## src/rtl/kwdt_pkg.sv

```systemverilog
package kwdt_pkg;
  localparam int unsigned DW = 32;
  localparam int unsigned AW = 8;

  localparam logic [AW-1:0] OFS_CTRL  = 8'h00;
  localparam logic [AW-1:0] OFS_PRE   = 8'h10;
  localparam logic [AW-1:0] OFS_CLR   = 8'h20;
  localparam logic [AW-1:0] OFS_STAT  = 8'h30;
  localparam logic [AW-1:0] OFS_CNT   = 8'h40;
  localparam logic [AW-1:0] OFS_CAUSE = 8'h50;
  localparam logic [AW-1:0] OFS_LIM   = 8'h60;
  localparam logic [AW-1:0] OFS_WIN   = 8'h70;

  localparam logic [7:0] ARM_KEY  = 8'h40;
  localparam logic [7:0] CONF_KEY = 8'h08;

  localparam int unsigned ON_BIT    = 15;
  localparam int unsigned CAUSE_BIT = 5;

  typedef struct packed {
    logic       bad1;
    logic       bad2;
    logic       evt;
    logic       win;
  } stat_t;
endpackage

```

## src/rtl/kwdt_keyseq.sv

```systemverilog
module kwdt_keyseq
  import kwdt_pkg::*;
(
  input  logic       clk_i,
  input  logic       rst_ni,
  input  logic       pre_wr_i,
  input  logic       clr_wr_i,
  input  logic [7:0] key_i,
  input  logic       win_open_i,
  output logic       clr_ok_o,
  output logic       err_o,
  output logic       bad1_o,
  output logic       bad2_o
);
  logic armed_q, bad1_q, bad2_q;
  logic pre_good, pre_bad, clr_bad;

  assign pre_good = pre_wr_i & (key_i == ARM_KEY);
  assign pre_bad  = pre_wr_i & (key_i != ARM_KEY);
  assign clr_ok_o = clr_wr_i & (key_i == CONF_KEY) & armed_q & win_open_i;
  assign clr_bad  = clr_wr_i & ~clr_ok_o;
  assign err_o    = pre_bad | clr_bad;

  always_ff @(posedge clk_i or negedge rst_ni) begin
    if (!rst_ni) begin
      armed_q <= 1'b0;
      bad1_q  <= 1'b0;
      bad2_q  <= 1'b0;
    end else begin
      if (pre_good)                 armed_q <= 1'b1;
      else if (pre_bad || clr_wr_i) armed_q <= 1'b0;
      if (pre_bad) bad1_q <= 1'b1;
      if (clr_bad) bad2_q <= 1'b1;
    end
  end

  assign bad1_o = bad1_q;
  assign bad2_o = bad2_q;
endmodule

```

## src/rtl/kwdt_count.sv

```systemverilog
module kwdt_count #(
  parameter int unsigned CNT_W = 32
) (
  input  logic             clk_i,
  input  logic             rst_ni,
  input  logic             on_i,
  input  logic [CNT_W-1:0] limit_i,
  input  logic [CNT_W-1:0] win_i,
  input  logic             clr_ok_i,
  output logic [CNT_W-1:0] cnt_o,
  output logic             win_open_o,
  output logic             expire_o,
  output logic             rst_req_o
);
  logic [CNT_W-1:0] cnt_q;
  logic             fired_q, req_q, at_lim;
  logic [CNT_W:0]   reach;

  assign at_lim     = cnt_q >= limit_i;
  assign expire_o   = on_i & at_lim & ~fired_q;
  assign reach      = {1'b0, cnt_q} + {1'b0, win_i};
  assign win_open_o = on_i & (reach >= {1'b0, limit_i});

  always_ff @(posedge clk_i or negedge rst_ni) begin
    if (!rst_ni) begin
      cnt_q   <= '0;
      fired_q <= 1'b0;
      req_q   <= 1'b0;
    end else begin
      req_q <= expire_o;
      if (expire_o) fired_q <= 1'b1;
      if (clr_ok_i) begin
        cnt_q   <= '0;
        fired_q <= 1'b0;
      end else if (on_i && !at_lim) begin
        cnt_q <= cnt_q + CNT_W'(1);
      end
    end
  end

  assign cnt_o     = cnt_q;
  assign rst_req_o = req_q;
endmodule

```

## src/rtl/kwdt_regfile.sv

```systemverilog
module kwdt_regfile
  import kwdt_pkg::*;
#(
  parameter int unsigned      CNT_W     = 32,
  parameter logic [CNT_W-1:0] DEF_LIMIT = '1,
  parameter logic [CNT_W-1:0] DEF_WIN   = '0
) (
  input  logic             clk_i,
  input  logic             rst_ni,
  input  logic             req_i,
  input  logic             we_i,
  input  logic [AW-1:0]    addr_i,
  input  logic [DW-1:0]    wdata_i,
  output logic [DW-1:0]    rdata_o,
  input  stat_t            stat_i,
  input  logic [CNT_W-1:0] cnt_i,
  input  logic             evt_set_i,
  input  logic             expire_i,
  output logic             on_o,
  output logic [CNT_W-1:0] limit_o,
  output logic [CNT_W-1:0] win_o,
  output logic             pre_wr_o,
  output logic             clr_wr_o,
  output logic [7:0]       key_o,
  output logic             event_o
);
  logic             on_q, on_d1_q, lock, wr;
  logic [CNT_W-1:0] lim_q, win_q;
  logic             evt_q, cause_q;

  assign lock = on_d1_q & ~on_q;
  assign wr   = req_i & we_i & ~lock;

  always_ff @(posedge clk_i or negedge rst_ni) begin
    if (!rst_ni) begin
      on_q    <= 1'b0;
      on_d1_q <= 1'b0;
      lim_q   <= DEF_LIMIT;
      win_q   <= DEF_WIN;
      evt_q   <= 1'b0;
      cause_q <= 1'b0;
    end else begin
      on_d1_q <= on_q;
      if (wr && addr_i == OFS_CTRL) on_q  <= wdata_i[ON_BIT];
      if (wr && addr_i == OFS_LIM)  lim_q <= wdata_i[CNT_W-1:0];
      if (wr && addr_i == OFS_WIN)  win_q <= wdata_i[CNT_W-1:0];
      if (evt_set_i) evt_q <= 1'b1;
      if (expire_i) cause_q <= 1'b1;
      else if (wr && addr_i == OFS_CAUSE && wdata_i[CAUSE_BIT]) cause_q <= 1'b0;
    end
  end

  // key writes only count while the timer runs
  assign pre_wr_o = wr & on_q & (addr_i == OFS_PRE);
  assign clr_wr_o = wr & on_q & (addr_i == OFS_CLR);
  assign key_o    = (addr_i == OFS_PRE) ? wdata_i[15:8] : wdata_i[7:0];

  always_comb begin
    rdata_o = '0;
    if (!lock) begin
      unique case (addr_i)
        OFS_CTRL:  rdata_o[ON_BIT] = on_q;
        OFS_STAT:  rdata_o = {24'd0, stat_i.bad1, stat_i.bad2, evt_q, 4'd0, stat_i.win};
        OFS_CNT:   rdata_o = DW'(cnt_i);
        OFS_CAUSE: rdata_o[CAUSE_BIT] = cause_q;
        OFS_LIM:   rdata_o = DW'(lim_q);
        OFS_WIN:   rdata_o = DW'(win_q);
        default:   rdata_o = '0;
      endcase
    end
  end

  assign on_o    = on_q;
  assign limit_o = lim_q;
  assign win_o   = win_q;
  assign event_o = evt_q;
endmodule

```

## src/rtl/keyed_window_wdt.sv

```systemverilog
module keyed_window_wdt
  import kwdt_pkg::*;
#(
  parameter int unsigned      CNT_W     = 32,
  parameter logic [CNT_W-1:0] DEF_LIMIT = CNT_W'(1000),
  parameter logic [CNT_W-1:0] DEF_WIN   = CNT_W'(100)
) (
  input  logic          clk_i,
  input  logic          rst_ni,
  input  logic          req_i,
  input  logic          we_i,
  input  logic [7:0]    addr_i,
  input  logic [31:0]   wdata_i,
  output logic [31:0]   rdata_o,
  output logic          event_o,
  output logic          rst_req_o
);
  logic             on_w, pre_wr_w, clr_wr_w, clr_ok_w, err_w;
  logic             win_open_w, expire_w, bad1_w, bad2_w;
  logic [CNT_W-1:0] cnt_w, lim_w, win_w;
  logic [7:0]       key_w;
  stat_t            stat_w;

  assign stat_w = '{bad1: bad1_w, bad2: bad2_w, evt: 1'b0, win: win_open_w};

  kwdt_regfile #(
    .CNT_W(CNT_W), .DEF_LIMIT(DEF_LIMIT), .DEF_WIN(DEF_WIN)
  ) u_regs (
    .clk_i, .rst_ni, .req_i, .we_i, .addr_i, .wdata_i, .rdata_o,
    .stat_i(stat_w), .cnt_i(cnt_w), .evt_set_i(err_w | expire_w),
    .expire_i(expire_w), .on_o(on_w), .limit_o(lim_w), .win_o(win_w),
    .pre_wr_o(pre_wr_w), .clr_wr_o(clr_wr_w), .key_o(key_w), .event_o
  );

  kwdt_keyseq u_keys (
    .clk_i, .rst_ni, .pre_wr_i(pre_wr_w), .clr_wr_i(clr_wr_w), .key_i(key_w),
    .win_open_i(win_open_w), .clr_ok_o(clr_ok_w), .err_o(err_w),
    .bad1_o(bad1_w), .bad2_o(bad2_w)
  );

  kwdt_count #(.CNT_W(CNT_W)) u_cnt (
    .clk_i, .rst_ni, .on_i(on_w), .limit_i(lim_w), .win_i(win_w),
    .clr_ok_i(clr_ok_w), .cnt_o(cnt_w), .win_open_o(win_open_w),
    .expire_o(expire_w), .rst_req_o
  );
endmodule

```

## config.mk

```make
export PLATFORM = sky130hd
export DESIGN_NAME = keyed_window_wdt
export DESIGN_NICKNAME = d
export VERILOG_FILES = /design/src/rtl/kwdt_pkg.sv /design/src/rtl/kwdt_keyseq.sv /design/src/rtl/kwdt_count.sv /design/src/rtl/kwdt_regfile.sv /design/src/rtl/keyed_window_wdt.sv
export SDC_FILE = /design/constraint.sdc
export NUM_CORES = 1
export LEC_CHECK = 0
export BUFFER_PORTS_ARGS = -buffer_cell sky130_fd_sc_hd__buf_2
export CORE_ASPECT_RATIO = 1.5
export CORE_MARGIN = 3
export CORE_UTILIZATION = 31
export CTS_CLUSTER_DIAMETER = 100
export CTS_CLUSTER_SIZE = 14
export DETAILED_ROUTE_END_ITERATION = 10
export PLACE_DENSITY = 0.43
export SETUP_SLACK_MARGIN = 0.4
export SYNTH_ARGS = -nofsm -noshare
export SYNTH_HDL_FRONTEND = slang
export SYNTH_SLANG_ARGS = --single-unit
```

## constraint.sdc

```tcl
create_clock -name clk_i -period 9.85 [get_ports clk_i]
set_input_delay 1.4775 -clock clk_i [delete_from_list [all_inputs] [get_ports clk_i]]
set_output_delay 1.4775 -clock clk_i [all_outputs]
set_load 0.005 [all_outputs]
```

==> flow_summary.json <==
{
  "status": "finished, final reports clean",
  "antenna_found_initial": 0,
  "pre_cts_ws_ps": 3580,
  "hold_violations": 0,
  "gp_congestion": 0.838,
  "ys.flop_type": "dfrtp_1",
  "ctsResizeCount": 0,
  "start_util_pct": 31.9,
  "switchingPower_mw": 1.00,
  "drt_iter0_markers": 384,
  "p_total_mw": 2.17,
  "slew_violations": 0,
  "setup_ws_ps": 3180,
  "worstPathMaxFanout": 7,
  "fin_area_um2": 9660,
  "yosys_register_bits": 105,
  "htree_levels": 3,
  "nets": 1177,
  "period_minus_slack_ps": 6670,
  "power.density_nw_per_um2": 224,
  "layout-drive-gt1-share_pct": 16.9,
  "cp_common_cell": "a21oi_1",
  "die_w_um": 142,
  "cts.sinks": 105,
  "drt-total-wl_um": 29100,
  "clk_pin_slew_ps": 80,
  "core_area_um2": 26900,
  "worstSkewPairLatency_ps": 370,
  "slew_headroom_pct": 33.1,
  "fmax_ghz": 0.150,
  "wl_per_cell_um": 21.2,
  "portBuffers": 77,
  "dp_hpwl_um": 21800,
  "crit_slowest_cell": "a2111oi_0",
  "netlist_area_um2": 8570,
  "antennaDiodeCount": 0,
  "dr.pass1.iters": 5,
  "die_y_um": 210,
  "timing.critical_path.cells": "ha_1 > inv_1 > fa_1 > nor2b_1 > o21ai_1 > a21oi_1 > o211ai_1 > a21oi_1 > a2111oi_0 > or2_2 > xnor2_1 > ha_1 > a21o_1 > a21o_1 > a21oi_1 > a21boi_0 > a211o_1 > a211oi_2 > nand2_1 > a41o_1 > buf_2",
  "critPathBufInv": 2,
  "combPwrFrac_pct": 54.1,
  "clock_skew_ps": 8.72,
  "max_stage_delay_ps": 520,
  "seq_power_share_pct": 27.5,
  "cp-end-kind": "output pin",
  "area_growth_pct": 12.7,
  "drc_errors": 0,
  "dieArea_um2": 29700,
  "postPlaceCellArea_um2": 9340,
  "start_kind": "flop",
  "rsz0062_at_grt": "no",
  "setup_violations": 0,
  "synth_edf_count": 0,
  "cap_violations": 0,
  "rows": 73,
  "overflow": 0,
  "p_leak_nw": 4.73,
  "post_cts_buffers": 0,
  "grtUsageTotal_pct": 19.9,
  "mostFrequentLayoutCell": "nor2_1",
  "tritoncts": "built",
  "fin_util_pct": 36.0,
  "final_cell_mix": "nor2_1, ha_1, dfrtp_1, a21oi_1, buf_2",
  "timing.hold.ws_ps": 466,
  "worstMarginPinSlew_ps": 1000,
  "synth-seq-area-share_pct": 30.8,
  "clk_path_buf_depth": 2,
  "via_count": 7412,
  "cts-buffers-inserted": 9,
  "worst-setup-path-type": "flop to output pin",
  "io_pins": 78,
  "grt_max_degree": 68,
  "finalSetupTns_ps": 0,
  "avgSynthCellArea_um2": 8.80,
  "root_buffer": "clkbuf_16",
  "synth_nets": 1116,
  "power_frac_clock_pct": 18.4,
  "yosysUniqueCellTypes": 65,
  "antenna_left": 0,
  "cpLargestDelayFamily": "compound AO/OA/AOI/OAI gates",
  "hold_class": "flop to flop",
  "syn_inst": 974,
  "synthArstFlopShare_pct": 100,
  "synth_warnings": 0,
  "crit_required_ps": 8370,
  "finalCritPeriodShare_pct": 67.7,
  "cts_hold_buffers": 0,
  "dp_cells": 1361,
  "fin_cells": 1377,
  "grt_pass1_wl_um": 45400,
  "vdd_drop_max_v": 0.0000874,
  "crit_arrival_ps": 5190,
  "vias_per_cell": 5.38,
  "sw_frac_of_total_pct": 46.1,
  "grt_pass1_vias": 7681,
  "cellInternalPower_mw": 1.17
}
==> kinds of logic after synthesis <==
group | synth area share, %
AND/OR/NAND/NOR | 16.2
AO/OA/AOI/OAI | 19.8
flip-flops | 30.8
buffers and inverters | 4.67
adder cells (fa/ha/maj) | 14.4
multiplexers | 8.46
XOR/XNOR | 5.62
==> synthesized netlist by cell type (all sizes together) (9+ instances only) <==
cell type  count  area share [%]
mux2          33             4.3
nor2         123             5.7
dfrtp         96              28
a2111oi       19             2.0
xnor2         50             5.1
nand3         22             1.3
mux2i         33             3.9
o21ai         52             3.1
a211oi        21             2.0
ha            97              14
clkbuf        31             1.4
dfstp          9             2.8
a21o          46             4.0
nand4         27             2.1
a21oi         76             4.4
buf           10            0.77
inv           58             2.5
nand2         64             2.8
==> sequential cells by signal, summed over array words and instances, names as in the netlist <==
name,flops
u_keys.bad1_o,1
u_regs.cause_q,1
u_regs.win_o,32
u_keys.bad2_o,1
u_cnt.fired_q,1
u_cnt.cnt_o,32
u_keys.armed_q,1
u_regs.event_o,1
u_regs.limit_o,32
u_regs.on_d1_q,1
u_cnt.rst_req_o,1
u_regs.on_o,1
==> worst reg2reg max path, cell delays in order, from the launching register on <==
cell,delay [ps]
dfrtp_1,470
ha_1,270
inv_1,80
fa_1,210
nor2b_1,60
o21ai_1,190
a21oi_1,140
o211ai_1,350
a21oi_1,120
a2111oi_0,520
or2_2,210
xnor2_1,130
ha_1,270
a21o_1,190
a21o_1,170
a21oi_1,170
a21boi_0,110
a211o_1,310
a211oi_2,380
a211oi_4,110
buf_4,310
nor2_1,190
==> cell type report <==
cell class,instances,area [um^2]
Inverter,58,218
Timing Repair Buffer,91,493
Clock buffer,11,253
Multi-Input combinational cell,770,5570
Clock inverter,5,62.6
Fill cell,2867,17200
Sequential cell,105,2640
Tap cell,337,422
==> power groups by stage <==
stage	Clock [mW]	Sequential, mW	Combinational (mW)
final	0.398	0.597	1.17
after global routing	0.427	0.607	1.32
after CTS	0.412	0.597	1.19
after global placement	0	0.605	1.18
after detailed placement	0	0.605	1.18
after floorplan	0	0.567	0.846
==> layer usage <==
layer / global-route usage [%] / wire, um
met5: 0 / 0
met3: 1.96 / 529
met1: 22.9 / 12000
met2: 37.6 / 15900
met4: 6.75 / 697
==> path summary, 6_finish.rpt <==
kind                       cells past startpoint                to  slack, ps      startpoint
hold reg to reg                                1     u_keys.bad1_o        470   u_keys.bad1_o
setup reg to reg                              21   u_cnt.cnt_o[12]       4830  u_cnt.cnt_o[0]
min in group asynchronous                      1  u_regs.win_o[20]       1090          rst_ni
setup / recovery                              21        rdata_o[0]       3180  u_cnt.cnt_o[0]
hold / removal                                 1     u_keys.bad1_o        470   u_keys.bad1_o
max in group asynchronous                      2   u_regs.win_o[1]       7430          rst_ni
Note: power is estimated with default switching activity, not from simulation.
